### src/rtl/lock_pkg.sv
package lock_pkg;
  typedef enum logic [1:0] {
    MODE_OPEN    = 2'd0,
    MODE_ARMED   = 2'd1,
    MODE_BLOCKED = 2'd2
  } lock_mode_e;
endpackage

### src/rtl/lock_code_reg.sv
module lock_code_reg #(
  parameter int CODE_W = 8
) (
  input  logic              clk,
  input  logic              rst_n,
  input  logic              load_i,
  input  logic [CODE_W-1:0] sw_i,
  output logic              match_o
);
  logic [CODE_W-1:0] code_q;
  logic [CODE_W-1:0] bit_eq;

  always_ff @(posedge clk or negedge rst_n) begin
    if (!rst_n) code_q <= '0;
    else if (load_i) code_q <= sw_i;
  end

  for (genvar i = 0; i < CODE_W; i++) begin : g_eq
    assign bit_eq[i] = ~(code_q[i] ^ sw_i[i]);
  end

  assign match_o = &bit_eq;

  assert_code_held_R9: assert property (@(posedge clk) disable iff (!rst_n)
    !load_i |=> $stable(code_q));
  assert_code_loaded_R2: assert property (@(posedge clk) disable iff (!rst_n)
    load_i |=> code_q == $past(sw_i));
endmodule

### src/rtl/lock_try_counter.sv
module lock_try_counter #(
  parameter int ATTEMPTS = 3,
  parameter int CNT_W    = 4
) (
  input  logic             clk,
  input  logic             rst_n,
  input  logic             reload_i,
  input  logic             miss_i,
  input  logic             hit_i,
  output logic [CNT_W-1:0] left_o,
  output logic             last_o
);
  localparam logic [CNT_W-1:0] FULL = CNT_W'(ATTEMPTS);
  localparam logic [CNT_W-1:0] ONE  = CNT_W'(1);

  logic [CNT_W-1:0] left_q;

  always_ff @(posedge clk or negedge rst_n) begin
    if (!rst_n) left_q <= '0;
    else if (reload_i) left_q <= FULL;
    else if (hit_i) left_q <= '0;
    else if (miss_i && left_q != '0) left_q <= left_q - ONE;
  end

  assign left_o = left_q;
  assign last_o = (left_q == ONE);

  assert_count_bounded_R4: assert property (@(posedge clk) disable iff (!rst_n)
    left_q <= FULL);
  assert_miss_steps_R4: assert property (@(posedge clk) disable iff (!rst_n)
    (miss_i && !reload_i && !hit_i && left_q != '0) |=> left_q == $past(left_q) - ONE);
  assert_reload_full_R6: assert property (@(posedge clk) disable iff (!rst_n)
    reload_i |=> left_q == FULL);
endmodule

### src/rtl/lock_fsm.sv
module lock_fsm
  import lock_pkg::*;
(
  input  logic       clk,
  input  logic       rst_n,
  input  logic       set_i,
  input  logic       guess_i,
  input  logic       match_i,
  input  logic       last_i,
  output lock_mode_e mode_o,
  output logic       store_o,
  output logic       hit_o,
  output logic       miss_o
);
  lock_mode_e mode_q, mode_d;
  logic       guess_ev;

  assign store_o  = set_i && (mode_q != MODE_BLOCKED);
  assign guess_ev = guess_i && !set_i && (mode_q == MODE_ARMED);
  assign hit_o    = guess_ev && match_i;
  assign miss_o   = guess_ev && !match_i;

  always_comb begin
    mode_d = mode_q;
    if (store_o) mode_d = MODE_ARMED;
    else if (hit_o) mode_d = MODE_OPEN;
    else if (miss_o && last_i) mode_d = MODE_BLOCKED;
  end

  always_ff @(posedge clk or negedge rst_n) begin
    if (!rst_n) mode_q <= MODE_OPEN;
    else mode_q <= mode_d;
  end

  assign mode_o = mode_q;

  assert_lockout_sticky_R5: assert property (@(posedge clk) disable iff (!rst_n)
    mode_q == MODE_BLOCKED |=> mode_q == MODE_BLOCKED);
  assert_set_wins_R7: assert property (@(posedge clk) disable iff (!rst_n)
    (set_i && mode_q != MODE_BLOCKED) |=> mode_q == MODE_ARMED);
  assert_hit_opens_R3: assert property (@(posedge clk) disable iff (!rst_n)
    (guess_i && !set_i && match_i && mode_q == MODE_ARMED) |=> mode_q == MODE_OPEN);
  assert_open_ignores_guess_R8: assert property (@(posedge clk) disable iff (!rst_n)
    (mode_q == MODE_OPEN && !set_i) |=> mode_q == MODE_OPEN);
endmodule

### src/rtl/combo_lock_ctrl.sv
module combo_lock_ctrl
  import lock_pkg::*;
#(
  parameter int CODE_W   = 8,
  parameter int ATTEMPTS = 3,
  parameter int CNT_W    = 4
) (
  input  logic              clk,
  input  logic              rst_n,
  input  logic [CODE_W-1:0] code_sw,
  input  logic              set_pulse,
  input  logic              guess_pulse,
  output logic              lock_open,
  output logic [CNT_W-1:0]  tries_left
);
  lock_mode_e mode;
  logic       store, hit, miss, match, last;

  lock_fsm u_fsm (
    .clk     (clk),
    .rst_n   (rst_n),
    .set_i   (set_pulse),
    .guess_i (guess_pulse),
    .match_i (match),
    .last_i  (last),
    .mode_o  (mode),
    .store_o (store),
    .hit_o   (hit),
    .miss_o  (miss)
  );

  lock_code_reg #(.CODE_W(CODE_W)) u_code (
    .clk     (clk),
    .rst_n   (rst_n),
    .load_i  (store),
    .sw_i    (code_sw),
    .match_o (match)
  );

  lock_try_counter #(.ATTEMPTS(ATTEMPTS), .CNT_W(CNT_W)) u_cnt (
    .clk      (clk),
    .rst_n    (rst_n),
    .reload_i (store),
    .miss_i   (miss),
    .hit_i    (hit),
    .left_o   (tries_left),
    .last_o   (last)
  );

  assign lock_open = (mode == MODE_OPEN);

  assert_open_no_count_R1: assert property (@(posedge clk) disable iff (!rst_n)
    lock_open |-> tries_left == '0);
  assert_closed_has_count_R5: assert property (@(posedge clk) disable iff (!rst_n)
    (!lock_open && tries_left == '0) |=> (!lock_open && tries_left == '0));
endmodule

### config.mk
export PLATFORM = sky130hd
export DESIGN_NAME = combo_lock_ctrl
export DESIGN_NICKNAME = d
export VERILOG_FILES = /design/src/rtl/lock_pkg.sv /design/src/rtl/lock_code_reg.sv /design/src/rtl/lock_try_counter.sv /design/src/rtl/lock_fsm.sv /design/src/rtl/combo_lock_ctrl.sv
export SDC_FILE = /design/constraint.sdc
export NUM_CORES = 1
export LEC_CHECK = 0
export BUFFER_PORTS_ARGS = -buffer_cell sky130_fd_sc_hd__buf_4
export CAP_MARGIN = 20
export CELL_PAD_IN_SITES_DETAIL_PLACEMENT = 2
export CELL_PAD_IN_SITES_GLOBAL_PLACEMENT = 2
export CORE_ASPECT_RATIO = 1.2
export CORE_MARGIN = 2
export CORE_UTILIZATION = 32
export DETAILED_ROUTE_END_ITERATION = 8
export PLACE_DENSITY_LB_ADDON = 0.1
export SYNTH_ARGS = -nofsm -noshare
export SYNTH_HDL_FRONTEND = slang
export SYNTH_SLANG_ARGS = --single-unit
### constraint.sdc
create_clock -name clk -period 2.1 [get_ports clk]
set_input_delay 0.42 -clock clk [delete_from_list [all_inputs] [get_ports clk]]
set_output_delay 0.42 -clock clk [all_outputs]
set_load 0.01 [all_outputs]
Yosys cells after proc, flatten, opt, wreduce, memory -nomap -nowiden

Cells that the tools add are included.

Register bits: 14
Bits in read-only memories: 0
Bits of input ports: 12
RAM bits: 0
Memories: 0
Bits in latches: 0
Output and inout bits: 5

Bitwise logic cells: 16
Magnitude comparators: 0
Shift operators: 0
Equal/unequal tests: 3
Reduce and logical (&&, ||, !) cells: 14
$add $sub $neg: 1
Multipliers: 0
Divide/modulo/power cells: 0
Multiplexer cells: 6

Operators with widths:

| operator            | number |
|---|---|
| $mux 4              | 3 |
| $not 1->1           | 8 |
| $reduce_and 8->1    | 1 |
| $xor 1x1->1         | 8 |
| $logic_and 1x1->1   | 7 |
| $mux 2              | 3 |
| $reduce_bool 3->1   | 2 |
| $eq 4x1->1 const B  | 1 |
| $reduce_bool 4->1   | 1 |
| $sub 4x1->4 const B | 1 |
| $eq 2x1->1 const B  | 1 |
| $logic_not 1->1     | 2 |
| $logic_not 2->1     | 1 |
| $ne 2x2->1 const B  | 1 |

Logic depth before layout (Yosys ltp)

Depth after elaboration: 9
Gate-level depth with buffers: 6
Depth with buffers taken out: 6

Hierarchy

From an unflattened synthesis, not the netlist that was laid out.

Cells, all modules: 74
Area, all modules: 814.5 um^2

Modules (own cells, without submodules):

| module           | sequential area each (um^2) | instances | area each (um^2) | cells an instance |
|---|---|---|---|---|
| lock_code_reg    | 200.2                       | 1         | 417.9            | 28 |
| lock_try_counter | 100.1                       | 1         | 272.8            | 31 |
| lock_fsm         | 50.0                        | 1         | 120.1            | 14 |
| combo_lock_ctrl  | 0.0                         | 1         | 3.8              | 1 |

Least setup slack after synthesis

No wires, ideal clock.

Kind: reg2reg
From: reg u_cnt.left_q[0], in the netlist u_cnt.left_o[0]
To: reg u_cnt.left_q[2], in the netlist u_cnt.left_o[2]
Library setup time: 0.124 ns
Required time: 1.976 ns
Cell stages (with the launch flop): 7
Arrival: 1.403 ns
Path slack: 0.574 ns
Period minus slack after synthesis: 1.526 ns
Path through: dfrtp_1 inv_1 ha_1 nor3b_1 nor4b_2 o22ai_1 a21boi_1

Word-level cells in the longest chain between the ends: 4
Elaborated cells between the ends (all ways): 7

RTL lines:

| element                | RTL line               | text |
|---|---|---|
| start, declared        | lock_try_counter.sv:16 | `logic [CNT_W-1:0] left_q;` |
| start signal, assigned | lock_try_counter.sv:22 | `else if (miss_i && left_q != '0) left_q <= left_q - ONE;` |
| $sub 4x1->4            | lock_try_counter.sv:22 |  |
| $mux 4                 | lock_try_counter.sv:22 |  |
| $mux 4                 | lock_try_counter.sv:21 | `else if (hit_i) left_q <= '0;` |
| $mux 4                 | lock_try_counter.sv:20 | `else if (reload_i) left_q <= FULL;` |

Parallel ways exist; a longest one is shown, timed or not. The select of a mux whose other input is x is not followed.
A chain may end at the register's enable or synchronous reset.

Worst setup path in the final report

Same ends and word-level chain as after synthesis.

==> results.py <==
metrics = {
    "worst_setup_path": {
        "crit_buf_inv": 2,
        "required_ns": 2.29,
        "crit_family": "flip-flops",
        "rr_startpoint": "u_cnt.left_o[0]$_DFFE_PN0P_",
        "crit_arrival_ns": 1.90,
        "cp-startpoint": "u_cnt.left_o[0]$_DFFE_PN0P_",
        "critPathLaunchType": "flop",
        "crit_type": "reg2reg",
        "cp_max_fo": 7,
        "critical-path-max-stage-delay_ns": 0.48,
        "crit_slowest_cell": "dfrtp_1",
        "critPathCaptureType": "flop",
        "crit_chain": "inv_1 -> ha_1 -> nor3b_1 -> buf_4 -> nor4b_2 -> o22ai_1 -> a21boi_1",
    },
    "clock_tree": {
        "cts_made_buffers": 3,
        "clockBufferDepth": 2,
        "cts_tree": "done",
        "cts.hold.buffers_added": 1,
        "path_clk_slew_ns": 0.09,
        "cts_setup_buffers": 0,
        "root_buffer": "clkbuf_4",
        "cts.repair.resized": 0,
        "htreeDepth": 1,
        "clock-sinks": 14,
        "insertion_delay_ns": 0.27,
    },
    "outcome": {
        "outcome": "finished clean",
    },
    "worst_hold_path": {
        "hp-class": "in2reg",
        "hp-start": "set_pulse",
    },
    "global_route": {
        "grt_use_met3_pct": 2.577,
        "antenna_found_initial": 0,
        "track_usage_pct": 14.07,
        "top_usage_layer": "met2",
        "grt_pass1_wl_microns": 3077,
        "met2_usage_pct": 24.71,
        "grt_start_max_net_pins": 15,
        "grt_use_met1_pct": 16.78,
        "grt_pass1_vias": 670,
        "grt_overflow_total": 0,
    },
    "floorplan": {
        "dieHeight_microns": 58.28,
        "initial_core_util_pct": 34.07,
        "row_count": 19,
        "core_sq_um": 2306,
        "io_pins": 17,
        "dieArea_sq_um": 2869,
        "die_w_microns": 49.24,
    },
    "timing": {
        "clock.fmax_mhz": 584.9,
        "layout_min_cycle_time_ns": 1.710,
        "period_share_pct": 81.41,
        "drv_slew": 0,
        "slew_headroom_pct": 78.27,
        "setup_tns_ns": 0,
        "clock_skew_ns": 0.005842,
        "finalWorstSetupSlack_ns": 0.3903,
        "rsz0062_at_grt": "false",
        "report.final.hold_viol_count": 0,
        "worstMarginPinSlew_ns": 0.3253,
        "report.final.setup_viol": 0,
    },
    "placement": {
        "post-place-ws_ns": 0.3987,
        "hpwl_microns": 1364,
        "io_buffers": 16,
        "globalplace.congestion": 0.7206,
    },
    "routing": {
        "route.antenna.remaining_nets": 0,
        "viasPerCell": 5.136,
        "routed_wl_microns": 1813,
        "drc_errors": 0,
        "wl_per_cell_microns": 14.50,
        "via_count": 642,
        "dr.pass1.iters": 2,
        "drtIter0Drc": 3,
    },
    "layout": {
        "drive_gt1_share_pct": 32.98,
        "num_antenna_cells": 0,
        "fin_nets": 111,
        "syn_to_final_growth_pct": 25.64,
    },
    "power_and_ir_drop": {
        "vdd_drop_max_v": 0.0003367,
        "power_density_nw_per_um2": 596.0,
        "fin_total_pwr_mw": 0.5883,
        "power.leakage_nw": 0.4431,
    },
    "synthesis": {
        "ys_seq_area_share_pct": 44.59,
        "synth_seq_cells": 14,
        "synth.distinct_cells": 27,
        "syn_avg_cell_area_sq_um": 10.76,
        "yosys_warnings": 0,
        "synth_area_sq_um": 785.8,
        "postSynthCellCount": 73,
        "syn_nets": 88,
    },
    "flow_run": {
        "maxCapViolations": 0,
    },
}
==> layer usage <==
metal,wire [microns],vias up
met1,783,328
met5,0,-
met4,21,0
met2,958,9
li1,-,303
met3,50,2
==> synth_stat cells <==
cell	instances	area share [%]
nor4b_2	1	1.9
or3_1	1	0.80
xnor2_1	8	8.9
buf_4	1	0.96
o22ai_1	3	2.4
nor4_1	1	0.80
dfrtp_1	14	45
o2111ai_1	1	1.1
nor2b_1	1	0.80
nor3b_1	2	1.9
o21ai_0	1	0.64
and2_1	2	1.6
mux2_2	8	11
nand2_1	5	2.4
a22oi_1	1	0.96
buf_2	1	0.64
nand4bb_1	1	1.4
nor3_1	2	1.3
o221ai_1	1	1.1
o21ai_1	1	0.64
inv_1	5	2.4
a21boi_1	1	0.96
o311ai_0	1	1.1
ha_1	3	4.8
nor2_1	2	0.96
nand4_1	2	1.6
nand3_1	3	1.9
==> final cells by class <==
| class | instances | area, sq um |
|---|---|---|
| Sequential cell | 14 | 350.3 |
| Timing Repair Buffer | 20 | 152.6 |
| Clock buffer | 3 | 22.52 |
| Tap cell | 31 | 38.79 |
| Fill cell | 272 | 1319 |
| Inverter | 5 | 18.77 |
| Multi-Input combinational cell | 52 | 404.1 |
==> stage by stage <==
stage	utilization [%]	hold WS (ns)	cell area [sq um]	std cells
2_1_floorplan	-	0.1244	785.8	73
3_3_place_gp	41.40	0.2805	954.7	121
3_5_place_dp	41.40	0.2829	954.7	121
4_1_cts	42.81	0.3431	987.2	125
5_1_grt	42.81	0.3499	987.2	125
6_report	42.81	0.3454	987.2	125
==> power breakdown <==
| group | internal, mW | switching [mW] |
|---|---|---|
| registers | 0.292 | 0.0216 |
| logic | 0.0682 | 0.0566 |
| clock network | 0.0663 | 0.0834 |
==> worst reg2reg max path, delay by kind of cell (launching register included) <==
kind                     cells  cell delay, ns
buffers and inverters        2            0.26
flip-flops                   1            0.48
adder cells (fa/ha/maj)      1            0.20
AO/OA/AOI/OAI                2            0.30
AND/OR/NAND/NOR              2            0.40
==> cell usage in the layout, fill, tap and decap left out, drive strengths merged <==
cell type and n:
and2 2, o22ai 3, or3 1, dfrtp 14, nand3 3, o221ai 1, nor2b 1, ha 3
nor4b 1, buf 19, mux2 8, inv 5, nand4bb 1, o2111ai 1, o311ai 1, xnor2 8
a21boi 1, dlygate4sd3 1, clkbuf 3, nor4 1, nor2 2, nand2 5, o21ai 2, nor3b 2
nand4 2, a22oi 1, nor3 2
==> final timing paths <==
check / slack, ns / endpoint / cells after the start
worst min-delay path: 0.35 / u_fsm.mode_o[1]$_DFFE_PN0P_ / 2
worst min register to register: 0.53 / u_code.code_q[1]$_DFFE_PN0P_ / 1
worst max register to register: 0.39 / u_cnt.left_o[2]$_DFFE_PN0P_ / 7
min in group asynchronous: 0.53 / u_code.code_q[5]$_DFFE_PN0P_ / 2
max in group asynchronous: 1.39 / u_code.code_q[3]$_DFFE_PN0P_ / 2
worst max-delay path: 0.39 / u_cnt.left_o[2]$_DFFE_PN0P_ / 7
==> kinds of logic after synthesis <==
logic type	share of synthesized area (%)
multiplexers	11.47
adder cells (fa/ha/maj)	4.778
AO/OA/AOI/OAI	8.918
flip-flops	44.59
AND/OR/NAND/NOR	17.36
buffers and inverters	3.981
XOR/XNOR	8.918
==> registers in the layout, indices dropped and copies added, names as in the netlist <==
signal / count
u_cnt.left_o: 4
u_code.code_q: 8
u_fsm.mode_o: 2
Power figures use the tool's default switching activity.
